`src/rtl/tws_pkg.sv`:
```
package tws_pkg;

  localparam int ADDR_W      = 3;
  localparam int NUM_TARGETS = 5;

  typedef enum logic [ADDR_W-1:0] {
    SEL_TIME   = 3'd0,
    SEL_ALARM  = 3'd1,
    SEL_ICTL   = 3'd2,
    SEL_SWATCH = 3'd3,
    SEL_PREN   = 3'd4
  } regSel_e;

  // strobes from control to datapath
  typedef struct packed {
    logic capture;
    logic commit;
  } strobe_t;

  function automatic logic addrHit(input logic [ADDR_W-1:0] a);
    return a < ADDR_W'(NUM_TARGETS);
  endfunction

endpackage

```
`src/rtl/tws_tick_sync.sv`:
```
module tws_tick_sync #(
  parameter int SYNC_STAGES  = 2,
  parameter int PRESCALE_DIV = 32768
) (
  input  logic clk,
  input  logic rst_n,
  input  logic rawTick,
  input  logic prenVal,
  output logic commitTick
);

  localparam int CNT_W = (PRESCALE_DIV > 1) ? $clog2(PRESCALE_DIV) : 1;

  logic [SYNC_STAGES:0] syncChain;
  logic risePulse;
  logic secPulse;

  always_ff @(posedge clk or negedge rst_n) begin
    if (!rst_n) syncChain <= '0;
    else        syncChain <= {syncChain[SYNC_STAGES-1:0], rawTick};
  end

  assign risePulse = syncChain[SYNC_STAGES-1] & ~syncChain[SYNC_STAGES];

  generate
    if (PRESCALE_DIV > 1) begin : g_div
      localparam logic [CNT_W-1:0] LAST = CNT_W'(PRESCALE_DIV - 1);
      logic [CNT_W-1:0] divCnt;
      always_ff @(posedge clk or negedge rst_n) begin
        if (!rst_n)          divCnt <= '0;
        else if (risePulse)  divCnt <= (divCnt == LAST) ? '0 : divCnt + 1'b1;
      end
      assign secPulse = risePulse && (divCnt == LAST);
    end else begin : g_nodiv
      assign secPulse = risePulse;
    end
  endgenerate

  assign commitTick = prenVal ? secPulse : risePulse;

endmodule

```
`src/rtl/tws_ctrl.sv`:
```
module tws_ctrl
  import tws_pkg::*;
(
  input  logic              clk,
  input  logic              rst_n,
  input  logic              busWr,
  input  logic [ADDR_W-1:0] busAddr,
  input  logic              commitTick,
  input  logic              doneClr,
  output strobe_t           strb,
  output logic              pendFlag,
  output logic              doneFlag
);

  logic accept;
  logic commit;

  assign commit = commitTick && pendFlag;
  assign accept = busWr && addrHit(busAddr) && (!pendFlag || commitTick);

  assign strb.capture = accept;
  assign strb.commit  = commit;

  always_ff @(posedge clk or negedge rst_n) begin
    if (!rst_n)      pendFlag <= 1'b0;
    else if (accept) pendFlag <= 1'b1;
    else if (commit) pendFlag <= 1'b0;
  end

  always_ff @(posedge clk or negedge rst_n) begin
    if (!rst_n)       doneFlag <= 1'b0;
    else if (commit)  doneFlag <= 1'b1;
    else if (doneClr) doneFlag <= 1'b0;
  end

endmodule

```
`src/rtl/tws_datapath.sv`:
```
module tws_datapath
  import tws_pkg::*;
#(
  parameter int DATA_W = 32,
  parameter int ICTL_W = 16
) (
  input  logic              clk,
  input  logic              rst_n,
  input  strobe_t           strb,
  input  logic [ADDR_W-1:0] busAddr,
  input  logic [DATA_W-1:0] busData,
  output logic [DATA_W-1:0] timeVal,
  output logic [DATA_W-1:0] alarmVal,
  output logic [ICTL_W-1:0] intCtl,
  output logic [DATA_W-1:0] swVal,
  output logic              prenVal
);

  logic [ADDR_W-1:0]      capSel;
  logic [DATA_W-1:0]      capData;
  logic [NUM_TARGETS-1:0] hitVec;

  always_ff @(posedge clk or negedge rst_n) begin
    if (!rst_n) begin
      capSel  <= '0;
      capData <= '0;
    end else if (strb.capture) begin
      capSel  <= busAddr;
      capData <= busData;
    end
  end

  for (genvar g = 0; g < NUM_TARGETS; g++) begin : g_hit
    assign hitVec[g] = strb.commit && (capSel == ADDR_W'(g));
  end

  always_ff @(posedge clk or negedge rst_n) begin
    if (!rst_n)                 timeVal <= '0;
    else if (hitVec[SEL_TIME])  timeVal <= capData;
  end

  always_ff @(posedge clk or negedge rst_n) begin
    if (!rst_n)                 alarmVal <= '0;
    else if (hitVec[SEL_ALARM]) alarmVal <= capData;
  end

  always_ff @(posedge clk or negedge rst_n) begin
    if (!rst_n)                intCtl <= '0;
    else if (hitVec[SEL_ICTL]) intCtl <= capData[ICTL_W-1:0];
  end

  always_ff @(posedge clk or negedge rst_n) begin
    if (!rst_n)                  swVal <= '0;
    else if (hitVec[SEL_SWATCH]) swVal <= capData;
  end

  always_ff @(posedge clk or negedge rst_n) begin
    if (!rst_n)                prenVal <= 1'b1;
    else if (hitVec[SEL_PREN]) prenVal <= capData[0];
  end

endmodule

```
`src/rtl/tick_write_sync.sv`:
```
module tick_write_sync
  import tws_pkg::*;
#(
  parameter int DATA_W       = 32,
  parameter int ICTL_W       = 16,
  parameter int PRESCALE_DIV = 32768,
  parameter int SYNC_STAGES  = 2
) (
  input  logic              clk,
  input  logic              rst_n,
  input  logic              busWr,
  input  logic [ADDR_W-1:0] busAddr,
  input  logic [DATA_W-1:0] busData,
  input  logic              rawTick,
  input  logic              doneClr,
  output logic [DATA_W-1:0] timeVal,
  output logic [DATA_W-1:0] alarmVal,
  output logic [ICTL_W-1:0] intCtl,
  output logic [DATA_W-1:0] swVal,
  output logic              prenVal,
  output logic              pendFlag,
  output logic              doneFlag
);

  strobe_t strb;
  logic    commitTick;

  tws_tick_sync #(
    .SYNC_STAGES (SYNC_STAGES),
    .PRESCALE_DIV(PRESCALE_DIV)
  ) u_tick (
    .clk       (clk),
    .rst_n     (rst_n),
    .rawTick   (rawTick),
    .prenVal   (prenVal),
    .commitTick(commitTick)
  );

  tws_ctrl u_ctrl (
    .clk       (clk),
    .rst_n     (rst_n),
    .busWr     (busWr),
    .busAddr   (busAddr),
    .commitTick(commitTick),
    .doneClr   (doneClr),
    .strb      (strb),
    .pendFlag  (pendFlag),
    .doneFlag  (doneFlag)
  );

  tws_datapath #(
    .DATA_W(DATA_W),
    .ICTL_W(ICTL_W)
  ) u_dp (
    .clk     (clk),
    .rst_n   (rst_n),
    .strb    (strb),
    .busAddr (busAddr),
    .busData (busData),
    .timeVal (timeVal),
    .alarmVal(alarmVal),
    .intCtl  (intCtl),
    .swVal   (swVal),
    .prenVal (prenVal)
  );

endmodule

```
`config.mk`:
```
export PLATFORM = sky130hd
export DESIGN_NAME = tick_write_sync
export DESIGN_NICKNAME = d
export VERILOG_FILES = /design/src/rtl/tws_pkg.sv /design/src/rtl/tws_tick_sync.sv /design/src/rtl/tws_ctrl.sv /design/src/rtl/tws_datapath.sv /design/src/rtl/tick_write_sync.sv
export SDC_FILE = /design/constraint.sdc
export NUM_CORES = 1
export LEC_CHECK = 0
export BUFFER_PORTS_ARGS = -buffer_cell sky130_fd_sc_hd__buf_2
export CORE_ASPECT_RATIO = 0.5
export CORE_MARGIN = 1
export CORE_UTILIZATION = 55
export CTS_BUF_LIST = sky130_fd_sc_hd__clkbuf_2 sky130_fd_sc_hd__clkbuf_4 sky130_fd_sc_hd__clkbuf_8
export DETAILED_ROUTE_END_ITERATION = 8
export GPL_TIMING_DRIVEN = 0
export PLACE_DENSITY = 0.82
export SYNTH_ARGS = -nofsm -noshare
export SYNTH_HDL_FRONTEND = slang
export SYNTH_HIERARCHICAL = 1
export SYNTH_SLANG_ARGS = --single-unit
export TNS_END_PERCENT = 100
```
`constraint.sdc`:
```
create_clock -name clk -period 3.1 [get_ports clk]
set_input_delay 0.465 -clock clk [delete_from_list [all_inputs] [get_ports clk]]
set_output_delay 0.465 -clock clk [all_outputs]
set_load 0.02 [all_outputs]
```
==> impl_metrics.py <==
metrics = {
    "outcome": {
        "outcome": "complete, no violations",
    },
    "cts": {
        "clock_sinks": 168,
        "htree_num_levels": 4,
        "clockBufferDepth": 2,
        "clkTransAtPathRegs_ns": 0.09,
        "clkLatencyLatePin_ns": 0.44,
        "root_buffer": "clkbuf_8",
        "cts_made_buffers": 17,
        "cts_tree": "yes",
    },
    "global_routing": {
        "grt_overflow": 0,
        "track_usage_pct": 23.8,
        "antenna_found_initial": 1,
        "grt_pass1_wl_mm": 21.8,
        "grt_pass1_vias": 4113,
        "grt_max_degree": 109,
    },
    "route": {
        "drt_pre_antenna_iters": 4,
        "wl_mm": 13.2,
        "viasPerCell": 5.18,
        "antenna_left": 0,
        "drc": 0,
        "first_iter_violations": 143,
        "routedWlPerCell_um": 17.6,
        "num_vias": 3887,
    },
    "synthesis": {
        "syn_inst": 403,
        "ys_seq_area_share_pct": 64.6,
        "synth_nets": 444,
        "synth.most_common_cell": "dfrtp_1",
        "syn_area_per_cell_um2": 16.2,
        "synth_top_area_cell": "dfrtp_1",
        "yosysWarnings": 6,
        "synth_edf_count": 0,
        "yosys_most_used_dff": "dfrtp_1",
        "synth.area.top_cells": "dfrtp_1, mux2_2, xnor2_1",
        "netlist.area_leader.share_pct": 64.2,
        "synthArstFlopShare_pct": 100,
        "syn_area_um2": 6510,
        "ys_ff_latch": 168,
        "synth_commonest_cells": "dfrtp_1, mux2_2, nand2_1, nor2_1, xnor2_1",
        "synthDistinctLibCells": 40,
    },
    "final_layout": {
        "nFillCells": 808,
        "drive_above_1_share_pct": 60.7,
        "final_cells": 750,
        "fin_area_um2": 7960,
        "nNetsFinal": 619,
        "fin_util_pct": 70.8,
        "seq_area_um2": 4210,
        "antenna_cells": 0,
        "area_growth_pct": 22.3,
        "multiInputGateArea_um2": 2160,
    },
    "power": {
        "irDropWorstVdd_uv": 601,
        "leakagePower_nw": 3.98,
        "powerDensity_nw_per_um2": 1010,
    },
    "placement": {
        "dp_hpwl_mm": 9.21,
        "place.gp.congestion": 0.798,
        "place_area_um2": 7520,
        "port_buffers": 154,
        "dp.cells": 717,
    },
    "floorplan": {
        "fp-row-count": 27,
        "core-area_um2": 11200,
        "die_h_um": 78.9,
        "num_io_pins": 155,
        "initial_core_util_pct": 57.9,
        "die_width_um": 156,
        "die-area_um2": 12300,
    },
    "timing": {
        "relSlewSlack_pct": 62.9,
        "fin_skew_ns": 0.0163,
        "period_needed_ns": 2.89,
        "hold_violations": 0,
        "worst_slew_pin_slew_ns": 0.556,
        "setup_viol": 0,
        "fin_crit_sh_pct": 93.2,
        "rsz0062_at_grt": "false",
        "clock.fmax_mhz": 346,
        "slew_violations": 0,
    },
    "critical_path": {
        "crit_slowest_cell": "dfrtp_1",
        "worstPathRequired_ns": 3.43,
        "cp_cell_sequence": "and4_1, nand2_2, nor4_4, o21bai_1, and2_4, buf_4, nor4bb_1, clkbuf_2, buf_6, mux2_2",
        "cp.arrival_ns": 3.22,
        "critPathTopFamily": "simple AND/OR/NAND/NOR gates",
        "cp_max_fo": 10,
        "cp.buffers_inverters": 3,
        "critPathKind": "flop to flop",
        "endpoint_kind": "flop",
        "max_stage_delay_ns": 0.45,
        "cp-start-kind": "flop",
    },
    "hold_path": {
        "hp-class": "primary input to flop",
    },
    "run": {
        "maxCapViolations": 0,
    },
}
[repair_timing]
item	CTS	global route
gates resized for setup	1	0
hold endpoints to repair	60	0
buffers inserted	0	1
hold buffers	1	0
endpoints found under the setup margin	30	30
pin swaps	0	1
[cells by family (layout without fill, tap and decap cells)]
family,after synthesis,count (layout),share of synthesized area [%]
flops,168,168,64.6
mux,148,148,25.6
simple gates,47,47,5.09
buf+inv,20,208,2.15
xor+xnor,13,13,1.75
compound gates,6,6,0.615
fa+ha+maj,1,1,0.192
[worst reg2reg max path, cell delays in order, from the launching register on]
cell and delay [ns]:
dfrtp_1 0.45, and4_1 0.26, nand2_2 0.09, nor4_4 0.35, o21bai_1 0.23, and2_4 0.21
buf_4 0.12, nor4bb_1 0.27, clkbuf_2 0.25, buf_6 0.20, mux2_2 0.35
[metal layers]
layer  wire length (um)  part of all wire, %  track usage, %  up-vias
li1                   -                    -               -     1784
met2               6510                   49            37.9       72
met4                123                 0.93            7.45        2
met1               5920                   45            31.1     2017
met5                 10                0.076               0        -
met3                665                  5.0            8.08       12
[report_power, final]
group | switching [mW] | leakage (nW) | internal (mW) | total, mW
Clock | 0.840 | 0.217 | 0.830 | 1.67
Sequential | 0.581 | 2.11 | 3.07 | 3.65
Combinational | 1.52 | 1.66 | 1.20 | 2.72
Total | 2.94 | 3.98 | 5.11 | 8.05
[metrics by stage]
stage | hold slack (ns) | setup slack (ns) | power [mW] | setup TNS [ns]
4_1_cts | 0.102 | 0.121 | 8.13 | 0
3_3_place_gp | 0.346 | -0.928 | 6.33 | -153.01
2_1_floorplan | 0.169 | 0.562 | 5.36 | 0
5_1_grt | 0.105 | 0.0515 | 8.50 | 0
6_report | 0.129 | 0.210 | 8.05 | 0
3_5_place_dp | 0.340 | -0.0695 | 6.45 | -0.654
[flip-flops by register name, indices dropped and copies added (netlist names)]
register	cells
u_ctrl/doneFlag	1
u_dp/intCtl	16
u_tick/syncChain	3
u_dp/capData	32
u_ctrl/pendFlag	1
u_dp/capSel	3
u_dp/prenVal	1
u_dp/timeVal	32
u_tick/g_div.divCnt	15
u_dp/swVal	32
u_dp/alarmVal	32
[cell usage in the layout (no fill, tap or decap), drive strengths merged, types with 2 or more instances in the layout]
| master | n |
|---|---|
| and3 | 4 |
| and4 | 2 |
| buf | 172 |
| bufinv | 3 |
| clkbuf | 19 |
| clkinv | 4 |
| dfrtp | 167 |
| inv | 9 |
| mux2 | 148 |
| nand2 | 8 |
| nand2b | 4 |
| nand3 | 4 |
| nand4 | 3 |
| nand4b | 2 |
| nor2 | 7 |
| nor3 | 3 |
| nor4 | 3 |
| nor4bb | 2 |
| o21ai | 3 |
| xnor2 | 7 |
| xor2 | 6 |
[worst paths after layout]
path / endpoint / cells after the start / slack (ns) / startpoint
worst max-delay path: u_dp/alarmVal[7] / 10 / 0.21 / u_tick/g_div.divCnt[4]
worst min-delay path: u_tick/syncChain[0] / 1 / 0.13 / rawTick
worst max register to register: u_dp/alarmVal[7] / 10 / 0.21 / u_tick/g_div.divCnt[4]
worst min register to register: u_tick/syncChain[1] / 0 / 0.36 / u_tick/syncChain[0]
max in group asynchronous: u_tick/g_div.divCnt[11] / 3 / 1.65 / rst_n
min in group asynchronous: u_dp/swVal[24] / 2 / 0.53 / rst_n
[final cells by class]
cell class	count	share of cell area, %
repair buffers	157	10.4
inverters	2	0.0943
well taps	159	2.50
plain buffers	17	1.65
flip-flops and latches	168	52.8
clock inverters	14	2.34
clock buffers	18	3.03
multi-input cells	215	27.2
Note: power is estimated with default switching activity, not from simulation.
